**src/rtl/hz_pkg.sv**
```systemverilog
package hz_pkg;
  typedef enum logic [1:0] {
    SEL_RF   = 2'd0,
    SEL_EX   = 2'd1,
    SEL_MA   = 2'd2,
    SEL_ZERO = 2'd3
  } byp_sel_e;
endpackage

```
**src/rtl/hz_src_match.sv**
```systemverilog
module hz_src_match
  import hz_pkg::*;
#(
  parameter int RIDX = 5
) (
  input  logic [RIDX-1:0] src_i,
  input  logic            ex_valid_i,
  input  logic            ex_wen_i,
  input  logic            ex_load_i,
  input  logic [RIDX-1:0] ex_rd_i,
  input  logic            ma_valid_i,
  input  logic            ma_wen_i,
  input  logic [RIDX-1:0] ma_rd_i,
  output byp_sel_e        sel_o,
  output logic            load_hit_o
);
  logic src_zero, ex_hit, ma_hit;

  always_comb begin
    src_zero   = (src_i == '0);
    ex_hit     = !src_zero && ex_valid_i && ex_wen_i && (ex_rd_i == src_i);
    ma_hit     = !src_zero && ma_valid_i && ma_wen_i && (ma_rd_i == src_i);
    load_hit_o = ex_hit && ex_load_i;
    if (src_zero)    sel_o = SEL_ZERO;
    else if (ex_hit) sel_o = SEL_EX;   // youngest producer first
    else if (ma_hit) sel_o = SEL_MA;
    else             sel_o = SEL_RF;
  end
endmodule

```
**src/rtl/hz_operand_mux.sv**
```systemverilog
module hz_operand_mux
  import hz_pkg::*;
#(
  parameter int XLEN = 32
) (
  input  byp_sel_e        sel_i,
  input  logic [XLEN-1:0] rf_i,
  input  logic [XLEN-1:0] ex_i,
  input  logic [XLEN-1:0] ma_i,
  output logic [XLEN-1:0] data_o
);
  always_comb begin
    unique case (sel_i)
      SEL_EX:  data_o = ex_i;
      SEL_MA:  data_o = ma_i;
      SEL_RF:  data_o = rf_i;
      default: data_o = '0;
    endcase
  end
endmodule

```
**src/rtl/hazard_bypass_unit.sv**
```systemverilog
module hazard_bypass_unit
  import hz_pkg::*;
#(
  parameter int XLEN  = 32,
  parameter int NREG  = 32,
  parameter int RIDX  = $clog2(NREG),
  parameter int NSRC  = 2
) (
  input  logic            clk,
  input  logic            rst,
  input  logic            id_valid_i,
  input  logic [RIDX-1:0] id_rs1_i,
  input  logic [RIDX-1:0] id_rs2_i,
  input  logic [XLEN-1:0] rf_rd1_i,
  input  logic [XLEN-1:0] rf_rd2_i,
  input  logic            ex_valid_i,
  input  logic            ex_wen_i,
  input  logic            ex_load_i,
  input  logic [RIDX-1:0] ex_rd_i,
  input  logic [XLEN-1:0] ex_result_i,
  input  logic            ma_valid_i,
  input  logic            ma_wen_i,
  input  logic [RIDX-1:0] ma_rd_i,
  input  logic [XLEN-1:0] ma_result_i,
  output logic            stall_o,
  output logic            bubble_o,
  output logic            op_valid_o,
  output logic [XLEN-1:0] op_a_o,
  output logic [XLEN-1:0] op_b_o
);
  logic [NSRC-1:0][RIDX-1:0] src;
  logic [NSRC-1:0][XLEN-1:0] rf_data;
  logic [NSRC-1:0][XLEN-1:0] byp_data;
  logic [NSRC-1:0][XLEN-1:0] op_q;
  logic [NSRC-1:0]           load_hit;
  byp_sel_e                  sel [NSRC];

  assign src[0]     = id_rs1_i;
  assign src[1]     = id_rs2_i;
  assign rf_data[0] = rf_rd1_i;
  assign rf_data[1] = rf_rd2_i;

  for (genvar g = 0; g < NSRC; g++) begin : g_src
    hz_src_match #(.RIDX(RIDX)) u_match (
      .src_i      (src[g]),
      .ex_valid_i (ex_valid_i),
      .ex_wen_i   (ex_wen_i),
      .ex_load_i  (ex_load_i),
      .ex_rd_i    (ex_rd_i),
      .ma_valid_i (ma_valid_i),
      .ma_wen_i   (ma_wen_i),
      .ma_rd_i    (ma_rd_i),
      .sel_o      (sel[g]),
      .load_hit_o (load_hit[g])
    );

    hz_operand_mux #(.XLEN(XLEN)) u_mux (
      .sel_i  (sel[g]),
      .rf_i   (rf_data[g]),
      .ex_i   (ex_result_i),
      .ma_i   (ma_result_i),
      .data_o (byp_data[g])
    );

    always_ff @(posedge clk) begin
      if (rst || stall_o) op_q[g] <= '0;
      else                op_q[g] <= byp_data[g];
    end
  end

  // Interlock: load data in execute cannot travel back to decode in time.
  assign stall_o = id_valid_i && (|load_hit);

  always_ff @(posedge clk) begin
    if (rst) begin
      op_valid_o <= 1'b0;
      bubble_o   <= 1'b0;
    end else begin
      op_valid_o <= id_valid_i && !stall_o;
      bubble_o   <= stall_o;
    end
  end

  assign op_a_o = op_q[0];
  assign op_b_o = op_q[1];

  AST_STALL_NEEDS_ID: assert property (@(posedge clk) disable iff (rst)
    !id_valid_i |-> !stall_o);

  AST_STALL_FROM_LOAD: assert property (@(posedge clk) disable iff (rst)
    stall_o |-> (ex_valid_i && ex_wen_i && ex_load_i && ex_rd_i != '0));

  AST_STALL_GIVES_NOP: assert property (@(posedge clk) disable iff (rst)
    stall_o |=> (bubble_o && !op_valid_o && op_a_o == '0 && op_b_o == '0));

  AST_ZERO_SRC: assert property (@(posedge clk) disable iff (rst)
    (!stall_o && id_rs1_i == '0) |=> (op_a_o == '0));

  AST_EX_WINS: assert property (@(posedge clk) disable iff (rst)
    (!stall_o && id_rs1_i != '0 && ex_valid_i && ex_wen_i && ex_rd_i == id_rs1_i)
      |=> (op_a_o == $past(ex_result_i)));

  AST_MA_FWD: assert property (@(posedge clk) disable iff (rst)
    (!stall_o && id_rs2_i != '0 && ma_valid_i && ma_wen_i && ma_rd_i == id_rs2_i &&
     !(ex_valid_i && ex_wen_i && ex_rd_i == id_rs2_i))
      |=> (op_b_o == $past(ma_result_i)));
endmodule

```
**config.mk**
```make
export PLATFORM = sky130hd
export DESIGN_NAME = hazard_bypass_unit
export DESIGN_NICKNAME = d
export VERILOG_FILES = /design/src/rtl/hz_pkg.sv /design/src/rtl/hz_src_match.sv /design/src/rtl/hz_operand_mux.sv /design/src/rtl/hazard_bypass_unit.sv
export SDC_FILE = /design/constraint.sdc
export NUM_CORES = 1
export LEC_CHECK = 0
export BUFFER_PORTS_ARGS = -buffer_cell sky130_fd_sc_hd__buf_2
export CELL_PAD_IN_SITES_DETAIL_PLACEMENT = 0
export CELL_PAD_IN_SITES_GLOBAL_PLACEMENT = 2
export CORE_MARGIN = 2
export CORE_UTILIZATION = 23
export DETAILED_ROUTE_END_ITERATION = 10
export PLACE_DENSITY = 0.85
export SYNTH_ARGS = -nofsm -noshare
export SYNTH_HDL_FRONTEND = slang
export SYNTH_SLANG_ARGS = --single-unit
```
**constraint.sdc**
```tcl
create_clock -name clk -period 3.5 [get_ports clk]
set_clock_uncertainty 0.2 [all_clocks]
set_input_delay 0.7 -clock clk [delete_from_list [all_inputs] [get_ports clk]]
set_output_delay 0.7 -clock clk [all_outputs]
set_load 0.1 [all_outputs]
```
======== Yosys cells after proc, flatten, opt, wreduce, memory -nomap -nowiden ========
Cells that the tools add are included.
word-level totals
  register bits after elaboration ......... 66
  output and inout port bits .............. 67
  word-level logic and storage cells ...... 45
cells by class
  eq/ne operators ......................... 8
  reduce and logical (&&, ||, !) cells .... 25
  mux-type cells .......................... 8
operators by type and width
  cell                                                  count
  case mux 32 bit (3 select lines)                      2
  equality test 5 bit                                   4
  logical AND 1 bit                                     16
  2-to-1 mux 2 bit                                      6
  logical NOT 5 bit                                     2
  equality test 2 x 1 -> 1 bit (second input constant)  2
  equality test 2 bit (second input constant)           2
  logical NOT 2 bit                                     2
  logical NOT 1 bit                                     3
  OR reduction 2 bit                                    1
  logical OR 1 bit                                      1

======== Depth between registers and ports, before layout ========
  depth in word-level cells ............... 10
  gate-level depth with buffers ........... 8
  mapped depth without buffers ............ 5

======== Modules after synthesis ========
A second synthesis with hierarchy kept.
second synthesis, totals
  cell total of the unflattened synthesis .. 341
  area, all modules ....................... 4067.7 um^2
by module, submodules not included
  module              area an instance (um^2)  sequential area each (um^2)  cells each  instances
  hazard_bypass_unit  2185.8                   1321.3                       149         1
  hz_operand_mux      787.0                    0.0                          77          2
  hz_src_match        153.9                    0.0                          19          2

======== Least setup slack after synthesis ========
Ideal clock, no wire load.
  path kind ............................... input to output
  from .................................... input port id_rs1_i[0]
  to ...................................... output port stall_o
  setup slack ............................. 338 ps
  arrival time ............................ 2262 ps
  path buffers ............................ 2
  cell stages on the path ................. 6
  cells stage by stage .................... or4_1 > nor2_2 > and4b_1 > buf_2 > o2111a_1 > buf_2
on the way
  longest elaborated chain between the ends .. 8
  elaborated cells between the ends (all ways) .. 9
RTL lines
  item                             line                      text
  start: declaration               hazard_bypass_unit.sv:12  input logic [RIDX-1:0] id_rs1_i,
  logical NOT 5 bit                hz_src_match.sv:20        src_zero = (src_i == '0);
  logical NOT 1 bit                hz_src_match.sv:21        ex_hit = !src_zero && ex_valid_i && ex_wen_i && (ex_rd_i == src_i);
  logical AND 1 bit (2 in series)  hz_src_match.sv:21
  logical AND 1 bit *              hz_src_match.sv:21
  logical AND 1 bit *              hz_src_match.sv:23        load_hit_o = ex_hit && ex_load_i;
  OR reduction 2 bit *             hazard_bypass_unit.sv:72  assign stall_o = id_valid_i && (|load_hit);
  logical AND 1 bit *              hazard_bypass_unit.sv:72
  end: declaration                 hazard_bypass_unit.sv:25  output logic stall_o,
Mark *: on every way between the ends. The rest lies on a longest branch, timed or not.

======== Worst setup path after layout ========
Same ends and word-level chain as after synthesis.

==> flow_metrics.tcl <==
set metrics [dict create \
    met2_usage_pct 29.4 \
    p_seq_share_pct 31.9 \
    hold_viol 0 \
    fin_crit_ps 3200 \
    min-delay-start "rst" \
    firstDrtPassIters 5 \
    worstPathArrival_ps 2300 \
    status "finished, final reports clean" \
    clock_power_share_pct 39.2 \
    yosys.area.top_type_share_pct 33.5 \
    drt-initial-drc-count 211 \
    clock-sinks 66 \
    synth_cell_types 26 \
    wl_per_cell_um 18.1 \
    fmax_mhz 312 \
    synth_flop_cell "dfxtp_1" \
    synth_area_leaders "dfxtp_1, a21boi_0, a211oi_1" \
    vias_per_cell 5.12 \
    worstSetupPathType "in2out" \
    hpwl_mm 11.6 \
    port-buffer-count 222 \
    grtUsageMet3_pct 3.57 \
    nNetsFinal 831 \
    gp_congestion 0.795 \
    p_leak_nw 2.60 \
    power_density_mw_per_mm2 459 \
    ir_drop_mv 0.204 \
    final_cell_area_mm2 0.00557 \
    min_path_type "in2reg" \
    synth-edff-count 0 \
    crit_path_max_fanout 3 \
    initial_core_util_pct 23.6 \
    yosys.area.top_type "dfxtp_1" \
    max-slew-margin-rel_pct 45.0 \
    grt_pass1_wl_mm 25.1 \
    detail-route-antenna-nets 0 \
    holdWs_ps 393 \
    fp.dieW_um 135 \
    period_share_pct 91.5 \
    instances_no_fill 900 \
    drive_above_1_share_pct 38.8 \
    grt_usage_pct 17.6 \
    routed_wl_mm 16.2 \
    switching_share_pct 36.7 \
    finalSetupViolations 0 \
    numCtsBuffers 9 \
    ys_seq_area_share_pct 33.5 \
    htreeDepth 3 \
    maxCapViolCount 0 \
    p_sw_mw 0.938 \
    setup_ws_ps 299 \
    synth_commonest_cells "and3_1, dfxtp_1, a21boi_0, nand3_1, a211oi_1" \
    crit_required_ps 2600 \
    vias 4608 \
    die_h_um 135 \
    worst_slew_pin_slew_ps 825 \
    cts_root_buf "clkbuf_16" \
    cts_setup_buffers 0 \
    syn_nets 648 \
    dp_slack_ps 272 \
    whs_path_depth 2 \
    async_flop_share_pct 0 \
    intPower_mw 1.62 \
    finalPower_mw 2.56 \
    antenna_found_initial 0 \
    yosys_warnings 0 \
    clk_path_buf_depth 2 \
    die_area_mm2 0.0182 \
    busiest_layer "met2" \
    finalSetupTns_ps 0 \
    num_antenna_cells 0 \
    grtUsageMet1_pct 22.6 \
    syn_to_final_growth_pct 41.1 \
    fin_util_pct 33.4 \
    yosys_register_bits 66 \
    grt_pass1_vias 4715 \
    coreArea_mm2 0.0167 \
    placed_area_mm2 0.00524 \
    cts.repair.resized 0 \
    cts-hold-fix-buffers 0 \
    rsz0062_at_grt "no" \
    start_kind "input pin" \
    maxSlewViolCount 0 \
    cts_tree "yes" \
    num_rows 47 \
    netlist_area_mm2 0.00395 \
    min_to "bubble_o$_SDFF_PP0_" \
    synth_cells 492 \
    grt_max_degree 66 \
    path_clk_slew_ps 60 \
    placedCellCount 884 \
    end_kind "output port" \
    p_comb_share_pct 29.0 \
    syn_avg_cell_area_um2 8.03 \
    overflow 0 \
    io_pins 223 \
    drc 0 \
]
## critical path, stage by stage
cell and delay [ps]:
buf_2 120, or4_1 530, nor2_2 180, and4b_1 230, o2111a_2 340, buf_12 190
## power groups by stage
stage	logic [mW]	clock network [mW]	registers (mW)
global route	0.780	1.06	0.819
detailed placement	0.741	0	0.831
finish	0.741	1.00	0.815
floorplan	0.167	0	1.19
CTS	0.742	1.02	0.816
global placement	0.740	0	0.832
## worst max-delay path by stage
stage	slack, ps	endpoint	startpoint	cells after the start
3_5_place_dp	270	stall_o	id_rs1_i[0]	6
2_1_floorplan	340	stall_o	id_rs1_i[0]	6
6_report	300	stall_o	id_rs1_i[0]	6
5_1_grt	230	stall_o	id_rs1_i[0]	6
4_1_cts	270	stall_o	id_rs1_i[0]	6
3_3_place_gp	290	stall_o	id_rs1_i[0]	6
## registers in the layout, summed over array words and instances (netlist names)
name        count
bubble_o        1
op_a_o         32
op_b_o         32
op_valid_o      1
## logic make-up (layout without fill, tap and decap cells)
group,after synthesis,in the layout,share of synthesized area [%]
AOI/OAI and AO/OA,196,196,33.5
and+or+nand+nor,147,147,21.6
DFF,66,66,33.5
buffers and inverters,63,251,7.03
xor gates and xnor gates,20,20,4.44
## cell usage in the layout (no fill, tap or decap), drive strengths merged
cell,synthesis,layout
or2,2,2
or4,2,2
o211ai,1,1
xor2,16,16
o21ai,64,64
a41oi,2,2
a211oi,64,64
xnor2,4,4
dfxtp,66,66
nor2,6,6
a21boi,64,64
nor2b,1,1
bufinv,0,2
and4b,2,2
clkinv,0,3
and3b,1,1
clkbuf,48,10
clkinvlp,0,1
buf,15,235
and2,1,1
nand3,64,64
and3,66,66
o2111a,1,1
nor4,2,2
## metal layers
metal / vias up / wire [µm]
li1: 2209 / -
met1: 2186 / 7110
met2: 198 / 7730
met3: 15 / 1180
met4: 0 / 229
met5: - / 0
## area by class of cell
class / count / area, µm²
clock inverter: 6 / 90.1
multi-input combinational: 363 / 2410
tap: 220 / 275
timing repair buffer: 235 / 1240
sequential: 66 / 1320
fill: 1799 / 11100
clock buffer: 10 / 239
Power figures use the tool's default switching activity.
